$ cat config.mk
export PLATFORM = sky130hd
export DESIGN_NAME = mode_bank_core
export DESIGN_NICKNAME = d
export VERILOG_FILES = /design/src/rtl/mode_bank_pkg.sv /design/src/rtl/exc_vector_map.sv /design/src/rtl/bank_store.sv /design/src/rtl/mode_switch_ctrl.sv /design/src/rtl/mode_bank_core.sv
export SDC_FILE = /design/constraint.sdc
export NUM_CORES = 2
export LEC_CHECK = 0
export ABC_CLOCK_PERIOD_IN_PS = 5700
export BUFFER_PORTS_ARGS = -buffer_cell sky130_fd_sc_hd__buf_2
export CAP_MARGIN = 40
export CELL_PAD_IN_SITES_DETAIL_PLACEMENT = 1
export CELL_PAD_IN_SITES_GLOBAL_PLACEMENT = 2
export CORE_MARGIN = 1.5
export CORE_UTILIZATION = 30
export CTS_CLUSTER_DIAMETER = 100
export DETAILED_ROUTE_END_ITERATION = 16
export PLACE_DENSITY_LB_ADDON = 0.1
export SYNTH_ARGS = -nofsm -noshare
export SYNTH_HDL_FRONTEND = slang
export SYNTH_HIERARCHICAL = 1
export SYNTH_SLANG_ARGS = --single-unit
export TNS_END_PERCENT = 100
$ cat constraint.sdc
create_clock -name clk -period 5.7 [get_ports clk]
set_clock_uncertainty 0.15 [all_clocks]
set_input_delay 0.57 -clock clk [delete_from_list [all_inputs] [get_ports clk]]
set_output_delay 0.57 -clock clk [all_outputs]
set_load 0.02 [all_outputs]
$ cat src/rtl/mode_bank_pkg.sv
// Package mode_bank_pkg
// Shared mode encodings, CPSR bit positions, bank numbering and exception
// cause codes for the banked register file. Assumes a 5-bit mode field in
// CPSR bits [4:0].
package mode_bank_pkg;

    localparam logic [4:0] M_USR = 5'h10;
    localparam logic [4:0] M_FIQ = 5'h11;
    localparam logic [4:0] M_IRQ = 5'h12;
    localparam logic [4:0] M_SVC = 5'h13;
    localparam logic [4:0] M_ABT = 5'h17;
    localparam logic [4:0] M_UND = 5'h1B;
    localparam logic [4:0] M_SYS = 5'h1F;

    localparam int NBANK    = 6;
    localparam int BANK_W   = 3;
    localparam int NHI      = 5;
    localparam int HI_FIRST = 8;
    localparam int SP_IDX   = 13;
    localparam int LR_IDX   = 14;
    localparam int PC_IDX   = 15;

    localparam int BIT_T = 5;
    localparam int BIT_F = 6;
    localparam int BIT_I = 7;
    localparam int BIT_A = 8;

    typedef logic [BANK_W-1:0] bank_idx_t;

    typedef enum logic [2:0] {
        EK_UND  = 3'd0,
        EK_SWI  = 3'd1,
        EK_PABT = 3'd2,
        EK_DABT = 3'd3,
        EK_IRQ  = 3'd4,
        EK_FIQ  = 3'd5
    } exc_kind_e;

    // True for the seven mode encodings the block accepts.
    function automatic logic mode_legal(input logic [4:0] m);
        case (m)
            M_USR, M_FIQ, M_IRQ, M_SVC, M_ABT, M_UND, M_SYS: mode_legal = 1'b1;
            default:                                         mode_legal = 1'b0;
        endcase
    endfunction

    // Storage bank serving a mode; user and system share bank 0.
    function automatic bank_idx_t bank_of(input logic [4:0] m);
        case (m)
            M_SVC:   bank_of = 3'd1;
            M_ABT:   bank_of = 3'd2;
            M_UND:   bank_of = 3'd3;
            M_IRQ:   bank_of = 3'd4;
            M_FIQ:   bank_of = 3'd5;
            default: bank_of = 3'd0;
        endcase
    endfunction

endpackage

$ cat src/rtl/exc_vector_map.sv
// Module exc_vector_map
// Purely combinational decode of an exception cause into its target mode,
// CPSR mask bits, return-address adjustment and vector address.
// Assumes the cause is one of six codes; codes 6 and 7 report not legal.
module exc_vector_map
    import mode_bank_pkg::*;
#(
    parameter int             DW      = 32,
    parameter logic [DW-1:0]  HI_BASE = 32'hFFFF_0000
) (
    input  logic [2:0]    kind,
    input  logic          hi_sel,
    output logic          legal,
    output logic [4:0]    tgt_mode,
    output logic [DW-1:0] mask_bits,
    output logic [DW-1:0] lr_adj,
    output logic [DW-1:0] vec_addr
);

    logic [7:0] vec_off;
    logic [3:0] lr_off;

    // Per-cause table of mode, masks, link adjustment and vector slot.
    always_comb begin
        legal     = 1'b1;
        tgt_mode  = M_UND;
        mask_bits = '0;
        mask_bits[BIT_I] = 1'b1;
        lr_off    = 4'd0;
        vec_off   = 8'h00;
        case (kind)
            EK_UND: begin
                tgt_mode = M_UND;
                vec_off  = 8'h04;
            end
            EK_SWI: begin
                tgt_mode = M_SVC;
                vec_off  = 8'h08;
            end
            EK_PABT: begin
                tgt_mode = M_ABT;
                mask_bits[BIT_A] = 1'b1;
                lr_off   = 4'd4;
                vec_off  = 8'h0C;
            end
            EK_DABT: begin
                tgt_mode = M_ABT;
                mask_bits[BIT_A] = 1'b1;
                lr_off   = 4'd8;
                vec_off  = 8'h10;
            end
            EK_IRQ: begin
                tgt_mode = M_IRQ;
                mask_bits[BIT_A] = 1'b1;
                lr_off   = 4'd4;
                vec_off  = 8'h18;
            end
            EK_FIQ: begin
                tgt_mode = M_FIQ;
                mask_bits[BIT_A] = 1'b1;
                mask_bits[BIT_F] = 1'b1;
                lr_off   = 4'd4;
                vec_off  = 8'h1C;
            end
            default: begin
                legal     = 1'b0;
                mask_bits = '0;
            end
        endcase
    end

    // Widen the small offsets and place the vector on the selected base.
    always_comb begin
        lr_adj   = DW'(lr_off);
        vec_addr = (hi_sel ? HI_BASE : '0) + DW'(vec_off);
    end

endmodule

$ cat src/rtl/bank_store.sv
// Module bank_store
// Hidden storage for the per-bank stack pointer, link register and saved
// status word, plus the two five-entry copies of R8..R12 (common and FIQ).
// Assumes old_bank differs from new_bank whenever swap_en is high.
module bank_store
    import mode_bank_pkg::*;
#(
    parameter int DW       = 32,
    parameter int N_BANKS  = NBANK,
    parameter int N_HI     = NHI
) (
    input  logic                     clk,
    input  logic                     rst_n,
    input  logic                     swap_en,
    input  bank_idx_t                old_bank,
    input  bank_idx_t                new_bank,
    input  logic [DW-1:0]            sp_in,
    input  logic [DW-1:0]            lr_in,
    input  logic [DW-1:0]            psr_in,
    output logic [DW-1:0]            sp_out,
    output logic [DW-1:0]            lr_out,
    output logic [DW-1:0]            psr_out,
    input  logic                     fiq_leave,
    input  logic                     fiq_enter,
    input  logic [N_HI-1:0][DW-1:0]  hi_in,
    output logic [N_HI-1:0][DW-1:0]  hi_out
);

    logic [DW-1:0] sp_mem  [N_BANKS];
    logic [DW-1:0] lr_mem  [N_BANKS];
    logic [DW-1:0] psr_mem [N_BANKS];

    logic [N_HI-1:0][DW-1:0] common_hi_q;
    logic [N_HI-1:0][DW-1:0] fiq_hi_q;

    for (genvar b = 0; b < N_BANKS; b++) begin : g_bank
        logic [DW-1:0] sp_r, lr_r, psr_r;

        // Capture the outgoing mode's three registers into this bank.
        always_ff @(posedge clk) begin
            if (!rst_n) begin
                sp_r  <= '0;
                lr_r  <= '0;
                psr_r <= '0;
            end else if (swap_en && (old_bank == bank_idx_t'(b))) begin
                sp_r  <= sp_in;
                lr_r  <= lr_in;
                psr_r <= psr_in;
            end
        end

        assign sp_mem[b]  = sp_r;
        assign lr_mem[b]  = lr_r;
        assign psr_mem[b] = psr_r;
    end

    // Select the incoming mode's three registers.
    always_comb begin
        sp_out  = '0;
        lr_out  = '0;
        psr_out = '0;
        for (int b = 0; b < N_BANKS; b++) begin
            if (new_bank == bank_idx_t'(b)) begin
                sp_out  = sp_mem[b];
                lr_out  = lr_mem[b];
                psr_out = psr_mem[b];
            end
        end
    end

    // Park the live R8..R12 in the copy that belongs to the mode being left.
    always_ff @(posedge clk) begin
        if (!rst_n) begin
            common_hi_q <= '0;
            fiq_hi_q    <= '0;
        end else begin
            if (fiq_leave) fiq_hi_q    <= hi_in;
            if (fiq_enter) common_hi_q <= hi_in;
        end
    end

    // Offer the copy that belongs to the mode being entered.
    assign hi_out = fiq_enter ? fiq_hi_q : common_hi_q;

endmodule

$ cat src/rtl/mode_switch_ctrl.sv
// Module mode_switch_ctrl
// Combinational arbiter and planner: picks exception, switch or write in
// that priority, flags illegal requests, and works out the bank exchange
// and the next CPSR. Assumes the current CPSR mode field is always legal.
module mode_switch_ctrl
    import mode_bank_pkg::*;
#(
    parameter int DW = 32
) (
    input  logic [DW-1:0] cpsr_q,
    input  logic          exc_req,
    input  logic          exc_legal,
    input  logic [4:0]    exc_mode,
    input  logic [DW-1:0] exc_mask,
    input  logic          sw_req,
    input  logic [DW-1:0] sw_cpsr,
    input  logic          wr_en,
    output logic          do_exc,
    output logic          do_sw,
    output logic          do_wr,
    output logic          bad_req,
    output logic          swap_en,
    output bank_idx_t     old_bank,
    output bank_idx_t     new_bank,
    output logic          fiq_leave,
    output logic          fiq_enter,
    output logic [DW-1:0] cpsr_next
);

    localparam logic [DW-1:0] MODE_T_CLR = ~DW'(6'h3F);

    logic [4:0] cur_mode;
    logic [4:0] tgt_mode;

    assign cur_mode = cpsr_q[4:0];

    // Grant one request and form the CPSR it produces.
    always_comb begin
        do_exc    = 1'b0;
        do_sw     = 1'b0;
        do_wr     = 1'b0;
        bad_req   = 1'b0;
        tgt_mode  = cur_mode;
        cpsr_next = cpsr_q;
        if (exc_req) begin
            if (exc_legal) begin
                do_exc    = 1'b1;
                tgt_mode  = exc_mode;
                cpsr_next = (cpsr_q & MODE_T_CLR) | DW'(exc_mode) | exc_mask;
            end else begin
                bad_req = 1'b1;
            end
        end else if (sw_req) begin
            if (mode_legal(sw_cpsr[4:0])) begin
                do_sw     = 1'b1;
                tgt_mode  = sw_cpsr[4:0];
                cpsr_next = sw_cpsr;
            end else begin
                bad_req = 1'b1;
            end
        end else begin
            do_wr = wr_en;
        end
    end

    // Decide whether banks move and whether the FIQ copies are involved.
    always_comb begin
        old_bank  = bank_of(cur_mode);
        new_bank  = bank_of(tgt_mode);
        swap_en   = (do_exc || do_sw) && (old_bank != new_bank);
        fiq_leave = swap_en && (cur_mode == M_FIQ);
        fiq_enter = swap_en && (tgt_mode == M_FIQ);
    end

endmodule

$ cat src/rtl/mode_bank_core.sv
// Module mode_bank_core
// Top of the banked register file: sixteen live registers, CPSR and live
// SPSR, with hidden bank storage and single-cycle exception entry.
// Assumes at most one request is acted on per cycle (exception, switch,
// write in falling priority) and that reset is synchronous, active low.
module mode_bank_core
    import mode_bank_pkg::*;
#(
    parameter int            DW      = 32,
    parameter logic [DW-1:0] HI_BASE = 32'hFFFF_0000
) (
    input  logic          clk,
    input  logic          rst_n,
    input  logic          wr_en,
    input  logic [3:0]    wr_idx,
    input  logic [DW-1:0] wr_data,
    input  logic [3:0]    rd_idx,
    output logic [DW-1:0] rd_data,
    input  logic          sw_req,
    input  logic [DW-1:0] sw_cpsr,
    input  logic          exc_req,
    input  logic [2:0]    exc_kind,
    input  logic          hi_vectors,
    output logic [DW-1:0] cpsr_o,
    output logic [DW-1:0] spsr_o,
    output logic          mode_err
);

    localparam int NREG = 16;
    localparam logic [DW-1:0] RST_PSR = DW'(M_SVC) | (DW'(1) << BIT_A)
                                      | (DW'(1) << BIT_I) | (DW'(1) << BIT_F);

    logic [DW-1:0] gpr_q [NREG];
    logic [DW-1:0] gpr_d [NREG];
    logic [DW-1:0] cpsr_q, cpsr_d;
    logic [DW-1:0] spsr_q, spsr_d;
    logic          err_q;

    logic          ev_legal;
    logic [4:0]    ev_mode;
    logic [DW-1:0] ev_mask, ev_lr_adj, ev_vec;

    logic          do_exc, do_sw, do_wr, bad_req;
    logic          swap_en, fiq_leave, fiq_enter;
    bank_idx_t     old_bank, new_bank;
    logic [DW-1:0] cpsr_next;

    logic [DW-1:0] bk_sp, bk_lr, bk_psr;
    logic [NHI-1:0][DW-1:0] hi_live, hi_bank;

    exc_vector_map #(.DW(DW), .HI_BASE(HI_BASE)) u_vmap (
        .kind      (exc_kind),
        .hi_sel    (hi_vectors),
        .legal     (ev_legal),
        .tgt_mode  (ev_mode),
        .mask_bits (ev_mask),
        .lr_adj    (ev_lr_adj),
        .vec_addr  (ev_vec)
    );

    mode_switch_ctrl #(.DW(DW)) u_ctrl (
        .cpsr_q    (cpsr_q),
        .exc_req   (exc_req),
        .exc_legal (ev_legal),
        .exc_mode  (ev_mode),
        .exc_mask  (ev_mask),
        .sw_req    (sw_req),
        .sw_cpsr   (sw_cpsr),
        .wr_en     (wr_en),
        .do_exc    (do_exc),
        .do_sw     (do_sw),
        .do_wr     (do_wr),
        .bad_req   (bad_req),
        .swap_en   (swap_en),
        .old_bank  (old_bank),
        .new_bank  (new_bank),
        .fiq_leave (fiq_leave),
        .fiq_enter (fiq_enter),
        .cpsr_next (cpsr_next)
    );

    for (genvar h = 0; h < NHI; h++) begin : g_hi
        assign hi_live[h] = gpr_q[HI_FIRST + h];
    end

    bank_store #(.DW(DW), .N_BANKS(NBANK), .N_HI(NHI)) u_bank (
        .clk       (clk),
        .rst_n     (rst_n),
        .swap_en   (swap_en),
        .old_bank  (old_bank),
        .new_bank  (new_bank),
        .sp_in     (gpr_q[SP_IDX]),
        .lr_in     (gpr_q[LR_IDX]),
        .psr_in    (spsr_q),
        .sp_out    (bk_sp),
        .lr_out    (bk_lr),
        .psr_out   (bk_psr),
        .fiq_leave (fiq_leave),
        .fiq_enter (fiq_enter),
        .hi_in     (hi_live),
        .hi_out    (hi_bank)
    );

    // Form next live registers: write, bank exchange, then exception entry.
    always_comb begin
        for (int r = 0; r < NREG; r++) gpr_d[r] = gpr_q[r];
        spsr_d = spsr_q;
        cpsr_d = (do_exc || do_sw) ? cpsr_next : cpsr_q;
        if (do_wr) gpr_d[wr_idx] = wr_data;
        if (swap_en) begin
            gpr_d[SP_IDX] = bk_sp;
            gpr_d[LR_IDX] = bk_lr;
            spsr_d        = bk_psr;
        end
        if (fiq_leave || fiq_enter) begin
            for (int h = 0; h < NHI; h++) gpr_d[HI_FIRST + h] = hi_bank[h];
        end
        if (do_exc) begin
            spsr_d        = cpsr_q;
            gpr_d[LR_IDX] = gpr_q[PC_IDX] + ev_lr_adj;
            gpr_d[PC_IDX] = ev_vec;
        end
    end

    // Register the live state and the one-cycle error flag.
    always_ff @(posedge clk) begin
        if (!rst_n) begin
            for (int r = 0; r < NREG; r++) gpr_q[r] <= '0;
            cpsr_q <= RST_PSR;
            spsr_q <= '0;
            err_q  <= 1'b0;
        end else begin
            for (int r = 0; r < NREG; r++) gpr_q[r] <= gpr_d[r];
            cpsr_q <= cpsr_d;
            spsr_q <= spsr_d;
            err_q  <= bad_req;
        end
    end

    assign rd_data  = gpr_q[rd_idx];
    assign cpsr_o   = cpsr_q;
    assign spsr_o   = spsr_q;
    assign mode_err = err_q;

endmodule

### Word-level counts from Yosys, hierarchy flattened

Memory sizes are Yosys's and may differ from the RTL's.
Cells that the tools add are included.

* flip-flop bits (word level): 961
* latch bits: 0
* memory bits (writable): 512
* memory bits (read-only): 0
* output and inout bits: 97
* word-level logic and storage cells: 190
* memories kept: 1

Memory list
* gpr_q: words 16, bits a word 32, rd ports 17, clocked after memory_dff 0, wr ports 16, line mode_bank_core.sv:33 `logic [DW-1:0] gpr_q [NREG];`

* add/subtract/negate cells: 2
* $mul: 0
* div/mod/pow operators: 0
* $lt $le $gt $ge: 2
* equal/unequal tests: 34
* shifts and indexed selects: 0
* muxes and demuxes: 77
* bitwise gates (word level): 19
* reduce and logical (&&, ||, !) cells: 24

Operators by type and width (count)
* 32-bit 2-to-1 mux: 42
* 512-bit bitwise mux: 1
* 512-bit 2-to-1 mux: 1
* 160-bit 2-to-1 mux: 2
* 32-bit demux with 4-bit select: 1
* 64-bit 2-to-1 mux: 2
* 5-bit equality test, second input constant: 17
* 32-bit by 4-bit adder with 32-bit output: 1
* 32-bit by 5-bit adder with 32-bit output: 1
* 32-bit by 5-bit OR with 32-bit output: 1
* 32-bit by 9-bit OR with 32-bit output: 1
* 3-bit case mux with 5 select lines: 2
* 5-bit case mux with 6 select lines: 1
* 5-bit 2-to-1 mux: 4
* 1-bit 2-to-1 mux: 19
* 3-bit by 2-bit equality test with 1-bit output, second input constant: 6
* 3-bit equality test, second input constant: 6
* 1-bit OR: 16
* 4-bit case mux with 4 select lines: 1
* 1-bit logical AND: 10
* 3-bit by 1-bit equality test with 1-bit output, second input constant: 3
* 3-bit logical NOT: 3
* 4-bit case mux with 2 select lines: 1
* 7-bit OR reduction: 1
* 12 further kinds: 15

### Longest topological paths before layout

* depth in word-level cells: 20
* depth in mapped cells: 19

### Cells and area by module

The synthesis kept the hierarchy.

Modules (own cells, without submodules)
* bank_store: instances 1, cells each 4556, area each 38436.9 µm²
* mode_bank_core: instances 1, cells each 3190, area each 28174.5 µm²
* mode_switch_ctrl: instances 1, cells each 208, area each 1121.1 µm²
* exc_vector_map: instances 1, cells each 116, area each 862.1 µm²

### Least setup slack after synthesis

OpenSTA, ideal clock, no wires.

* path type: input -> register
* from: in exc_kind[1]
* to: reg spsr_q[29], in the netlist spsr_o[29]
* setup time: 0.128 ns
* data arrival time: 3.571 ns
* required time: 5.422 ns
* path slack: 1.851 ns
* stages: 16
* cell sequence: ha_1 inv_1 buf_2 mux2i_1 nand2_1 o31a_1 or3_4 or3_1 o211ai_1 clkbuf_1 clkbuf_1 clkbuf_1 mux2i_1 nor2_1 a21oi_1 nor2_1

RTL lines
* start, declared: line mode_bank_core.sv:22 `input logic [2:0] exc_kind,`
* 3-bit by 1-bit equality test with 1-bit output (tied with other cells): line exc_vector_map.sv:31 `case (kind)`
* 6-bit OR reduction (no line) (*)
* 1-bit 2-to-1 mux (*): line exc_vector_map.sv:31
* net ev_legal: line mode_bank_core.sv:39 `logic ev_legal;`
* 5-bit 2-to-1 mux: line mode_switch_ctrl.sv:46 `if (exc_legal) begin`
* 5-bit 2-to-1 mux: line mode_switch_ctrl.sv:45 `if (exc_req) begin`
* 5-bit equality test: line mode_bank_pkg.sv:49 `case (m)`
* 3-bit case mux with 5 select lines: line mode_bank_pkg.sv:49
* 3-bit inequality test: line mode_switch_ctrl.sv:70 `swap_en = (do_exc || do_sw) && (old_bank != new_bank);`
* 1-bit logical AND (*): line mode_switch_ctrl.sv:70
* net swap_en: line mode_bank_core.sv:44 `logic swap_en, fiq_leave, fiq_enter;`
* 2-bit nonzero test (no line) (*)
* end signal, assigned: line mode_bank_core.sv:135 `spsr_q <= spsr_d;`
* end, declared: line mode_bank_core.sv:36 `logic [DW-1:0] spsr_q, spsr_d;`

The timed path passes the listed nets; every way through them passes the cells marked *. The select of a mux whose other input is x is not followed.
A chain may end at the register's enable or synchronous reset.

### Final worst setup path

* from: reg cpsr_q[1], in the netlist cpsr_o[1]
* to: reg u_bank.g_bank[0].sp_r[20]

* longest elaborated chain between the ends: 8

RTL lines
* start, declared: line mode_bank_core.sv:35 `logic [DW-1:0] cpsr_q, cpsr_d;`
* start signal, assigned: line mode_bank_core.sv:134 `cpsr_q <= cpsr_d;`
* 5-bit 2-to-1 mux: line mode_switch_ctrl.sv:54 `if (mode_legal(sw_cpsr[4:0])) begin`
* 5-bit 2-to-1 mux: line mode_switch_ctrl.sv:53 `end else if (sw_req) begin`
* 5-bit 2-to-1 mux: line mode_switch_ctrl.sv:45
* 5-bit equality test: line mode_bank_pkg.sv:49
* 3-bit case mux with 5 select lines: line mode_bank_pkg.sv:49
* 3-bit inequality test (*): line mode_switch_ctrl.sv:70
* 1-bit logical AND (*): line mode_switch_ctrl.sv:70
* net swap_en: line mode_bank_core.sv:44
* 1-bit logical AND (*): line bank_store.sv:45 `end else if (swap_en && (old_bank == bank_idx_t'(b))) begin`
* end signal, assigned: line bank_store.sv:46 `sp_r <= sp_in;`
* end, declared: line bank_store.sv:37 `logic [DW-1:0] sp_r, lr_r, psr_r;`

The timed path passes the listed nets; every way through them passes the cells marked *.

==> flow_summary.toml <==
[logic_synthesis]
ys.flop_type = "dfxtp_1"
ys_top_cells_by_area = "dfxtp_1 (43%), nand2_1 (11%), mux2i_1 (6.8%), a21boi_0 (5.4%), mux4_2 (5.3%)"
synth_common_cells = "nand2_1 (2,058), dfxtp_1 (1,473), clkbuf_1 (546)"
yosys.cell_count.top_type = "nand2_1"
yosys.area.top_type_share_pct = 42.99
synthesis.area_sq_mm = 0.06859
synth_top_area_cell = "dfxtp_1"
postSynthCellCount = 8070
ys_seq_elements = 1473
synthArstFlopShare_pct = 0
avgSynthCellArea_sq_um = 8.500
synth-edff-count = 0
ys_seq_area_share_pct = 42.99
ys_warn_count = 6
ys_types = 84

[worst_hold_path]
hold_end = "u_bank/common_hi_q[152]"
hold_path.startpoint = "rst_n"
worstHoldPathCells = 2
min_path_type = "in2reg"

[global_routing]
gr-total-overflow = 0
antenna_found_initial = 30
track_usage_pct = 22.20
grt_pass1_wl_mm = 393.4
grt_max_degree = 216
grt_pass1_vias = 58830

[clocking]
cts_buffers = 180
htree_num_levels = 4
clk_pin_slew_ns = 0.06
insertion_delay_ns = 0.81
cts_root_buffer = "clkbuf_16"
cts_max_path_buffers = 3
cts.sinks = 1473
cts_resized = 0
cts_tree = "done"

[final_layout]
seq_area_sq_mm = 0.02949
area_delta_synth_final_pct = 14.22
instances_no_fill = 11050
drive_above_1_share_pct = 11.64
final_nets = 8013
stdcell_area_sq_mm = 0.07835
multiInputGateArea_sq_mm = 0.03589
num-fill-cells = 26340

[detailed_routing]
wl_per_cell_um = 23.54
drc = 0
vias_per_cell = 5.197
drtAntennaViolNets = 0
drt_iter0_drc = 2673
num_vias = 57450
firstDrtPassIters = 5
wl_mm = 260.2

[die]
io_pins = 178
die_h_um = 481.2
floorplan.die_area_sq_mm = 0.2315
rows = 175
initial_utilization_pct = 30.18
die_x_um = 481.2
core-area_sq_mm = 0.2273

[status]
status = "finished clean"

[critical_path]
cp.required_ns = 6.21
crit_type = "reg2reg"
r2r-start = "cpsr_o[1]"
rr_endpoint = "u_bank/g_bank[0].sp_r[20]"
r2r_setup_slack_ns = 1.29
path_cells = "o21ai_1 -> a22oi_2 -> maj3_1 -> a21oi_1 -> o211ai_1 -> buf_4 -> or4b_4 -> buf_12 -> nand2_1 -> a21boi_0"
rr_worst_depth = 10
max_stage_delay_ns = 0.85
critPathArrivalTime_ns = 4.92
worstSetupEndpointType = "register"
start_kind = "register"
crit_slowest_cell = "dfxtp_1"
cp_max_fo = 56

[place]
dpl.cell_count = 10690
place.gp.congestion = 0.7790
dp_hpwl_mm = 161.2
portBuffers = 177
place_ws_ns = 0.8829
place_area_sq_mm = 0.07224

[sta]
drv_slew = 0
tns_ns = 0
worst_slack_ns = 1.287
max-slew-margin-rel_pct = 25.89
period_needed_ns = 4.413
tightest_slew_ns = 1.112
timing.fmax_ghz = 0.2266
hold_violations = 0
finalSetupViolCount = 0
min_period_over_period_pct = 77.42
grt_setup_unrepaired = "no"

[run]
maxCapViolCount = 0

[power_and_ir_drop]
finalPower_mw = 27.33
peakVddDrop_uv = 223.5
power_density_mw_per_mm2 = 348.8
p_leak_nw = 27.88
==> where the power goes <==
| group | leakage, nW | internal (mW) | switching [mW] | total (mW) |
|---|---|---|---|---|
| combinational | 13.1 | 1.53 | 3.00 | 4.54 |
| sequential | 11.9 | 10.8 | 0.618 | 11.4 |
| clock | 2.84 | 6.68 | 4.74 | 11.4 |
==> worst max-delay path, delay by kind of cell (launching register included) <==
family                   cells  cell delay (ns)
adder cells (fa/ha/maj)      1             0.29
AND/OR/NAND/NOR              2             0.91
flip-flops                   1             0.85
AO/OA/AOI/OAI                5             1.33
buffers and inverters        2             0.62
==> placed cells by master (no fill, tap or decap), drive strengths merged, types with 171 or more instances in the layout <==
master  netlist  layout
nand3       237     237
o21ai       306     306
a21oi       472     472
dfxtp      1473    1473
nor2        417     417
nand2      2058    2058
a211oi      171     171
buf         268     358
clkbuf      546     288
mux2i       469     469
a21boi      549     549
==> cells by family (layout without fill, tap and decap cells) <==
group                      count (synthesis)  in the layout  share of synthesized area, %
muxes                                    724            724                         13.66
xor gates and xnor gates                  34             34                        0.4341
AOI/OAI and AO/OA                       1844           1844                         17.69
other                                      2             87                       0.01095
DFF                                     1473           1473                         42.99
and+or+nand+nor                         3117           3117                         19.09
adders and majority gates                 36             36                        0.6640
buffers and inverters                    840            730                         5.469
==> state kept, by name, indices dropped and copies added (netlist names) <==
signal / flops
gpr_q: 512
u_bank/g_bank.lr_r: 192
u_bank/g_bank.psr_r: 192
u_bank/g_bank.sp_r: 192
u_bank/common_hi_q: 160
u_bank/fiq_hi_q: 160
cpsr_o: 32
spsr_o: 32
mode_err: 1
==> worst max path at each step <==
stage               cells past startpoint  slack, ns                   endpoint   startpoint
floorplan                              16       1.85                 spsr_o[29]  exc_kind[1]
global placement                       13       0.59  u_bank/g_bank[1].sp_r[15]  exc_kind[1]
detailed placement                     14       0.88  u_bank/g_bank[0].lr_r[27]  exc_kind[1]
CTS                                    10       1.30  u_bank/g_bank[0].sp_r[27]    cpsr_o[1]
global route                           11       1.08  u_bank/g_bank[0].sp_r[10]    cpsr_o[1]
finish                                 10       1.29  u_bank/g_bank[0].sp_r[20]    cpsr_o[1]
==> repair_timing <==
item | in CTS | in global routing
hold endpoints to repair | 33 | 0
hold buffers | 30 | 0
setup endpoints to repair | 0 | 0
setup buffers | 0 | 0
==> cell type report <==
type	count	area share, %
multi-input combinational	5828	45.80
antenna	14	0.04471
timing repair buffer	388	4.189
tap	3009	4.805
sequential	1473	37.64
clock buffer	288	6.993
clock inverter	28	0.3817
inverter	26	0.1469
==> stage by stage <==
step	hold WS (ns)	utilization, %
2_1_floorplan	0.2826	-
3_3_place_gp	0.2877	31.73
3_5_place_dp	0.2969	31.78
4_1_cts	0.005476	34.46
5_1_grt	0.03081	34.47
6_report	0.06174	34.47
==> metal layers <==
metal / GRT usage, % / wire length (um)
met3: 2.863 / 7286
met4: 5.310 / 5362
met2: 38.17 / 126500
met5: 0 / 36
met1: 29.28 / 121000
Power figures use the tool's default switching activity.
